### src/rtl/dvin_pkg.sv
package dvin_pkg;
  localparam int BUS_W  = 12;
  localparam int BYTE_W = 8;
  localparam int COMP_W = 8;
  localparam int NIB_W  = BUS_W - BYTE_W;

  typedef enum logic [1:0] {
    FMT_RGB24  = 2'd0,
    FMT_RGB555 = 2'd1,
    FMT_RGB565 = 2'd2,
    FMT_YC422  = 2'd3
  } fmt_e;

  typedef struct packed {
    logic emitWide;
    logic grabLead;
    logic emitFirst;
    logic emitSecond;
  } strobe_t;
endpackage

### src/rtl/dvin_ctrl.sv
module dvin_ctrl
  import dvin_pkg::*;
(
  input  logic       clk,
  input  logic       rstN,
  input  logic       lineStart,
  input  logic [1:0] fmtSel,
  output fmt_e       activeFmt,
  output logic       phase,
  output strobe_t    stb
);
  logic pending;

  always_comb begin
    stb = '0;
    if (!lineStart) begin
      if (activeFmt != FMT_YC422) begin
        stb.emitWide = 1'b1;
      end else if (!phase) begin
        stb.grabLead   = 1'b1;
        stb.emitSecond = pending;
      end else begin
        stb.emitFirst = 1'b1;
      end
    end
  end

  always_ff @(posedge clk or negedge rstN) begin
    if (!rstN) begin
      activeFmt <= FMT_RGB24;
      phase     <= 1'b0;
      pending   <= 1'b0;
    end else if (lineStart) begin
      activeFmt <= fmt_e'(fmtSel);
      phase     <= 1'b0;
      pending   <= 1'b0;
    end else if (activeFmt == FMT_YC422) begin
      phase   <= ~phase;
      pending <= phase;
    end else begin
      phase   <= 1'b0;
      pending <= 1'b0;
    end
  end
endmodule

### src/rtl/dvin_path.sv
module dvin_path
  import dvin_pkg::*;
(
  input  logic              clk,
  input  logic              rstN,
  input  logic [BUS_W-1:0]  busIn,
  input  fmt_e              activeFmt,
  input  strobe_t           stb,
  output logic              pixValid,
  output logic [COMP_W-1:0] compR,
  output logic [COMP_W-1:0] compG,
  output logic [COMP_W-1:0] compB
);
  logic [BUS_W-1:0]  fallWord;
  logic [COMP_W-1:0] wideR, wideG, wideB;
  logic [BYTE_W-1:0] cbHold, y0Hold, crHold, y1Hold;

  function automatic logic [COMP_W-1:0] grow5(input logic [4:0] c);
    return {c, c[4:2]};
  endfunction

  function automatic logic [COMP_W-1:0] grow6(input logic [5:0] c);
    return {c, c[5:4]};
  endfunction

  always_ff @(negedge clk or negedge rstN) begin
    if (!rstN) fallWord <= '0;
    else       fallWord <= busIn;
  end

  always_comb begin
    wideR = '0;
    wideG = '0;
    wideB = '0;
    unique case (activeFmt)
      FMT_RGB24: begin
        wideB = fallWord[BYTE_W-1:0];
        wideG = {busIn[NIB_W-1:0], fallWord[BUS_W-1:BYTE_W]};
        wideR = busIn[BUS_W-1:NIB_W];
      end
      FMT_RGB555: begin
        wideB = grow5(fallWord[4:0]);
        wideG = grow5({busIn[1:0], fallWord[7:5]});
        wideR = grow5(busIn[6:2]);
      end
      FMT_RGB565: begin
        wideB = grow5(fallWord[4:0]);
        wideG = grow6({busIn[2:0], fallWord[7:5]});
        wideR = grow5(busIn[7:3]);
      end
      default: ;
    endcase
  end

  always_ff @(posedge clk or negedge rstN) begin
    if (!rstN) begin
      cbHold <= '0;
      y0Hold <= '0;
      crHold <= '0;
      y1Hold <= '0;
    end else begin
      if (stb.grabLead) begin
        cbHold <= fallWord[BYTE_W-1:0];
        y0Hold <= busIn[BYTE_W-1:0];
      end
      if (stb.emitFirst) begin
        crHold <= fallWord[BYTE_W-1:0];
        y1Hold <= busIn[BYTE_W-1:0];
      end
    end
  end

  always_ff @(posedge clk or negedge rstN) begin
    if (!rstN) begin
      pixValid <= 1'b0;
      compR    <= '0;
      compG    <= '0;
      compB    <= '0;
    end else begin
      pixValid <= stb.emitWide | stb.emitFirst | stb.emitSecond;
      if (stb.emitWide) begin
        compR <= wideR;
        compG <= wideG;
        compB <= wideB;
      end else if (stb.emitFirst) begin
        compR <= fallWord[BYTE_W-1:0];
        compG <= y0Hold;
        compB <= cbHold;
      end else if (stb.emitSecond) begin
        compR <= crHold;
        compG <= y1Hold;
        compB <= cbHold;
      end
    end
  end
endmodule

### src/rtl/dualedge_pixel_unpack.sv
module dualedge_pixel_unpack
  import dvin_pkg::*;
(
  input  logic        clk,
  input  logic        rstN,
  input  logic        lineStart,
  input  logic [1:0]  fmtSel,
  input  logic [11:0] busIn,
  output logic        pixValid,
  output logic [7:0]  compR,
  output logic [7:0]  compG,
  output logic [7:0]  compB
);
  fmt_e    activeFmt;
  logic    phase;
  strobe_t stb;

  dvin_ctrl ctrl_i (
    .clk       (clk),
    .rstN      (rstN),
    .lineStart (lineStart),
    .fmtSel    (fmtSel),
    .activeFmt (activeFmt),
    .phase     (phase),
    .stb       (stb)
  );

  dvin_path path_i (
    .clk       (clk),
    .rstN      (rstN),
    .busIn     (busIn),
    .activeFmt (activeFmt),
    .stb       (stb),
    .pixValid  (pixValid),
    .compR     (compR),
    .compG     (compG),
    .compB     (compB)
  );
endmodule

### config.mk
export PLATFORM = sky130hd
export DESIGN_NAME = dualedge_pixel_unpack
export DESIGN_NICKNAME = d
export VERILOG_FILES = /design/src/rtl/dvin_pkg.sv /design/src/rtl/dvin_ctrl.sv /design/src/rtl/dvin_path.sv /design/src/rtl/dualedge_pixel_unpack.sv
export SDC_FILE = /design/constraint.sdc
export NUM_CORES = 1
export LEC_CHECK = 0
export ABC_AREA = 1
export BUFFER_PORTS_ARGS = -buffer_cell sky130_fd_sc_hd__buf_2
export CAP_MARGIN = 5
export CORE_MARGIN = 1
export CORE_UTILIZATION = 49
export CTS_BUF_LIST = sky130_fd_sc_hd__clkbuf_8
export DETAILED_ROUTE_END_ITERATION = 10
export GPL_TIMING_DRIVEN = 0
export HOLD_SLACK_MARGIN = 0.15
export PLACE_DENSITY = 0.69
export SLEW_MARGIN = 20
export SYNTH_ARGS = -nofsm -noshare
export SYNTH_HDL_FRONTEND = slang
export SYNTH_SLANG_ARGS = --single-unit
### constraint.sdc
create_clock -name clk -period 3.24 [get_ports clk]
set_input_delay 0.162 -clock clk [delete_from_list [all_inputs] [get_ports clk]]
set_output_delay 0.162 -clock clk [all_outputs]
set_load 0.01 [all_outputs]
==> results.cfg <==
[outcome]
outcome = finished clean

[sta]
worstMarginPinSlew_ns = 0.486
hold-worst-slack_ns = 0.245
final.setup.tns_ns = 0
slew-limit-headroom = 0.675
finalSetupViolations = 0
setup_repair_after_global_routing_missed_its_margin = false
report.final.hold_viol_count = 0
final_number_of_max_transition_violations = 0
worst_clock_skew_ns = 0.0198

[hold_path]
worstHoldPathType = primary input to flip-flop

[global_routing]
first_global_vias = 2989
wire_length_of_the_first_global_routing_pass_um = 14800
track_usage = 0.262
globalRoute.totalOverflow = 0
initial_antenna_violation_count = 1
grt_start_max_net_pins = 38

[placement]
dp.final_hpwl_um = 6260
place.gp.congestion = 0.913
placement.io_buffers = 40
detailed_place.area_mm2 = 0.00387

[cells_and_area]
layout.cells.most_common = sky130_fd_sc_hd__nand2_1
layout_common_cells = 188 x sky130_fd_sc_hd__nand2_1, 61 x sky130_fd_sc_hd__dfrtp_1, 49 x sky130_fd_sc_hd__buf_2, 48 x sky130_fd_sc_hd__nand3_1, 38 x sky130_fd_sc_hd__o21ai_0
post-route-cell-area_mm2 = 0.00425
fill_cells = 656
ratio_of_cells_with_drive_above_1_in_the_final_layout = 0.160
syn2layout_area_growth_pct = 20.6
design.final.nets = 530

[worst_setup_path]
timing.critical_path.from_type = flip-flop
timing.critical_path.slowest_stage_cell = sky130_fd_sc_hd__dfrtn_1
worst_ep_required_time_ns = 3.53
setup.worst_path.class = flip-flop to flip-flop
ff2ff_setup_slack_ns = 0.50
cp.buffers_inverters = 1
arrival_ns = 3.03
worst_path_most_repeated_cell = sky130_fd_sc_hd__nand2_1
setup.worst_path.end_class = flip-flop
crit_path_max_cell_delay_ns = 0.49
path_max_fanout = 4
timing.critical_path.max_delay_family = flip-flops
worstPathCellList = inv_1 > o21ai_0 > nand2_1 > o21ai_0 > nand2_1 > nand2_1

[logic_synthesis]
yosysWarningCount = 0
syn_nets = 462
post_synth.cell_area_avg_um2 = 8.02
synth_sequential_area_ratio = 0.518
synth_area_mm2 = 0.00353
synth_cell_type_count = 22
ys_seq_elements = 73
syn_inst = 440

[floorplan]
coreArea_mm2 = 0.00687
initial_core_util = 0.513
die_area_mm2 = 0.00754
placementRows = 30
ioPinCount = 42
die_h_um = 86.8
die_x_um = 86.8

[routing]
post_drt_via_cell_ratio = 5.04
drtIter0Drc = 178
drc_violation_count_after_routing = 0
dr_total_vias = 3072
wl_per_cell_um = 14.3
antenna_violating_nets_post_route = 0
drt_pass1_iterations = 6
finalWirelength_um = 8700

[clocking]
clock_tree_from_tritoncts = yes
maximum_clock_insertion_buffer_count = 2
worst_setup_hold_path_clk_slew_ns = 0.08
postCtsHoldBufs = 16
buffers_inserted_by_post_cts_timing_repair = 0
clock_latency_ns = 0.35
cts-htree-levels = 3
tritoncts_num_sinks = 73
clk_root_buffer_cell = sky130_fd_sc_hd__clkbuf_8
numCtsBuffers = 9
cts_resized = 0

[power_and_ir_drop]
sw_power_uw = 738
design_power_total_uw = 2470
clock_power_share = 0.319
power.share.switching = 0.299
seqPwrFrac = 0.461
pwr-share-comb = 0.220
power.ir.vdd_worst_v = 0.000409
total_leakage_power_uw = 0.00230
power.internal_uw = 1730
power_per_cell_area_mw_per_mm2 = 580

[run]
cap_violations = 0
[worst paths after layout]
kind | from | to | cells past startpoint
max | path_i.fallWord[7] | path_i.compB[7] | 6
min | busIn[10] | path_i.compR[6] | 7
max reg2reg | path_i.fallWord[7] | path_i.compB[7] | 6
min reg2reg | path_i.y1Hold[3] | path_i.y1Hold[3] | 2
max in group asynchronous | rstN | path_i.fallWord[6] | 3
min in group asynchronous | rstN | path_i.compB[1] | 2
[stage by stage]
step | instances | setup WS, ns | utilization
final | 610 | 0.500 | 0.619
after global routing | 610 | 0.403 | 0.619
after CTS | 609 | 0.542 | 0.619
after detailed placement | 577 | 0.533 | 0.563
after global placement | 576 | 0.0733 | 0.560
after floorplan | 440 | 0.735 | -
[cell type report]
class                           instances  area [um^2]  area share
Clock buffer                           10          138      0.0324
Inverter                               39          146      0.0344
Sequential cell                        73         1830       0.430
Multi-Input combinational cell        308         1440       0.338
Tap cell                               96          120      0.0282
Timing Repair Buffer                   57          383      0.0900
Antenna cell                            1         2.50    0.000588
Clock inverter                          6         82.6      0.0194
Buffer                                 20          118      0.0277
[cells in the mapped netlist (all sizes together)]
library cell | instances | area [um^2]
clkinv | 1 | 3.75
nand2 | 191 | 734
nor3 | 1 | 16.3
nand3 | 49 | 250
buf | 15 | 98.8
dfrtn | 12 | 300
o21ai | 42 | 210
clkbuf | 5 | 18.8
nor2 | 4 | 62.6
dfrtp | 61 | 1530
and2 | 8 | 50.1
ha | 5 | 62.6
inv | 38 | 143
nand4 | 8 | 50.1
[layer usage]
metal / up-vias / GRT usage / wire (um)
met1: 1442 / 0.352 / 4090
met4: 0 / 0.127 / 220
met5: - / 0 / 0
met3: 18 / 0.0381 / 346
li1: 1526 / - / -
met2: 86 / 0.419 / 4040
[registers in the layout, indices dropped and copies added, names as in the netlist]
| register | cells |
|---|---|
| ctrl_i.activeFmt | 2 |
| path_i.crHold | 8 |
| path_i.cbHold | 8 |
| path_i.compG | 8 |
| path_i.pixValid | 1 |
| path_i.y1Hold | 8 |
| ctrl_i.phase | 1 |
| path_i.y0Hold | 8 |
| path_i.compR | 8 |
| ctrl_i.pending | 1 |
| path_i.fallWord | 12 |
| path_i.compB | 8 |
[logic make-up (layout without fill, tap and decap cells)]
kind of cell / count (synthesis) / in the layout / share of synthesized area
and+or+nand+nor: 261 / 261 / 0.330
DFF: 73 / 73 / 0.518
AOI/OAI and AO/OA: 42 / 42 / 0.0596
buffers and inverters: 59 / 132 / 0.0748
adders and majority gates: 5 / 5 / 0.0177
other: 0 / 1 / 0
[power groups by stage]
stage	Sequential (uW)	Combinational [uW]	Clock [uW]
after global routing	1150	623	834
after floorplan	1180	308	0
after global placement	1150	510	0
final	1140	542	788
after CTS	1140	541	801
after detailed placement	1160	521	0
[worst reg2reg max path, cell delays in order (launching register included)]
cell                      delay, ns
sky130_fd_sc_hd__dfrtn_1       0.49
sky130_fd_sc_hd__inv_1         0.09
sky130_fd_sc_hd__o21ai_0       0.16
sky130_fd_sc_hd__nand2_1       0.07
sky130_fd_sc_hd__o21ai_0       0.13
sky130_fd_sc_hd__nand2_1       0.08
sky130_fd_sc_hd__nand2_1       0.06
No activity file was read; power rests on OpenSTA's default activity.
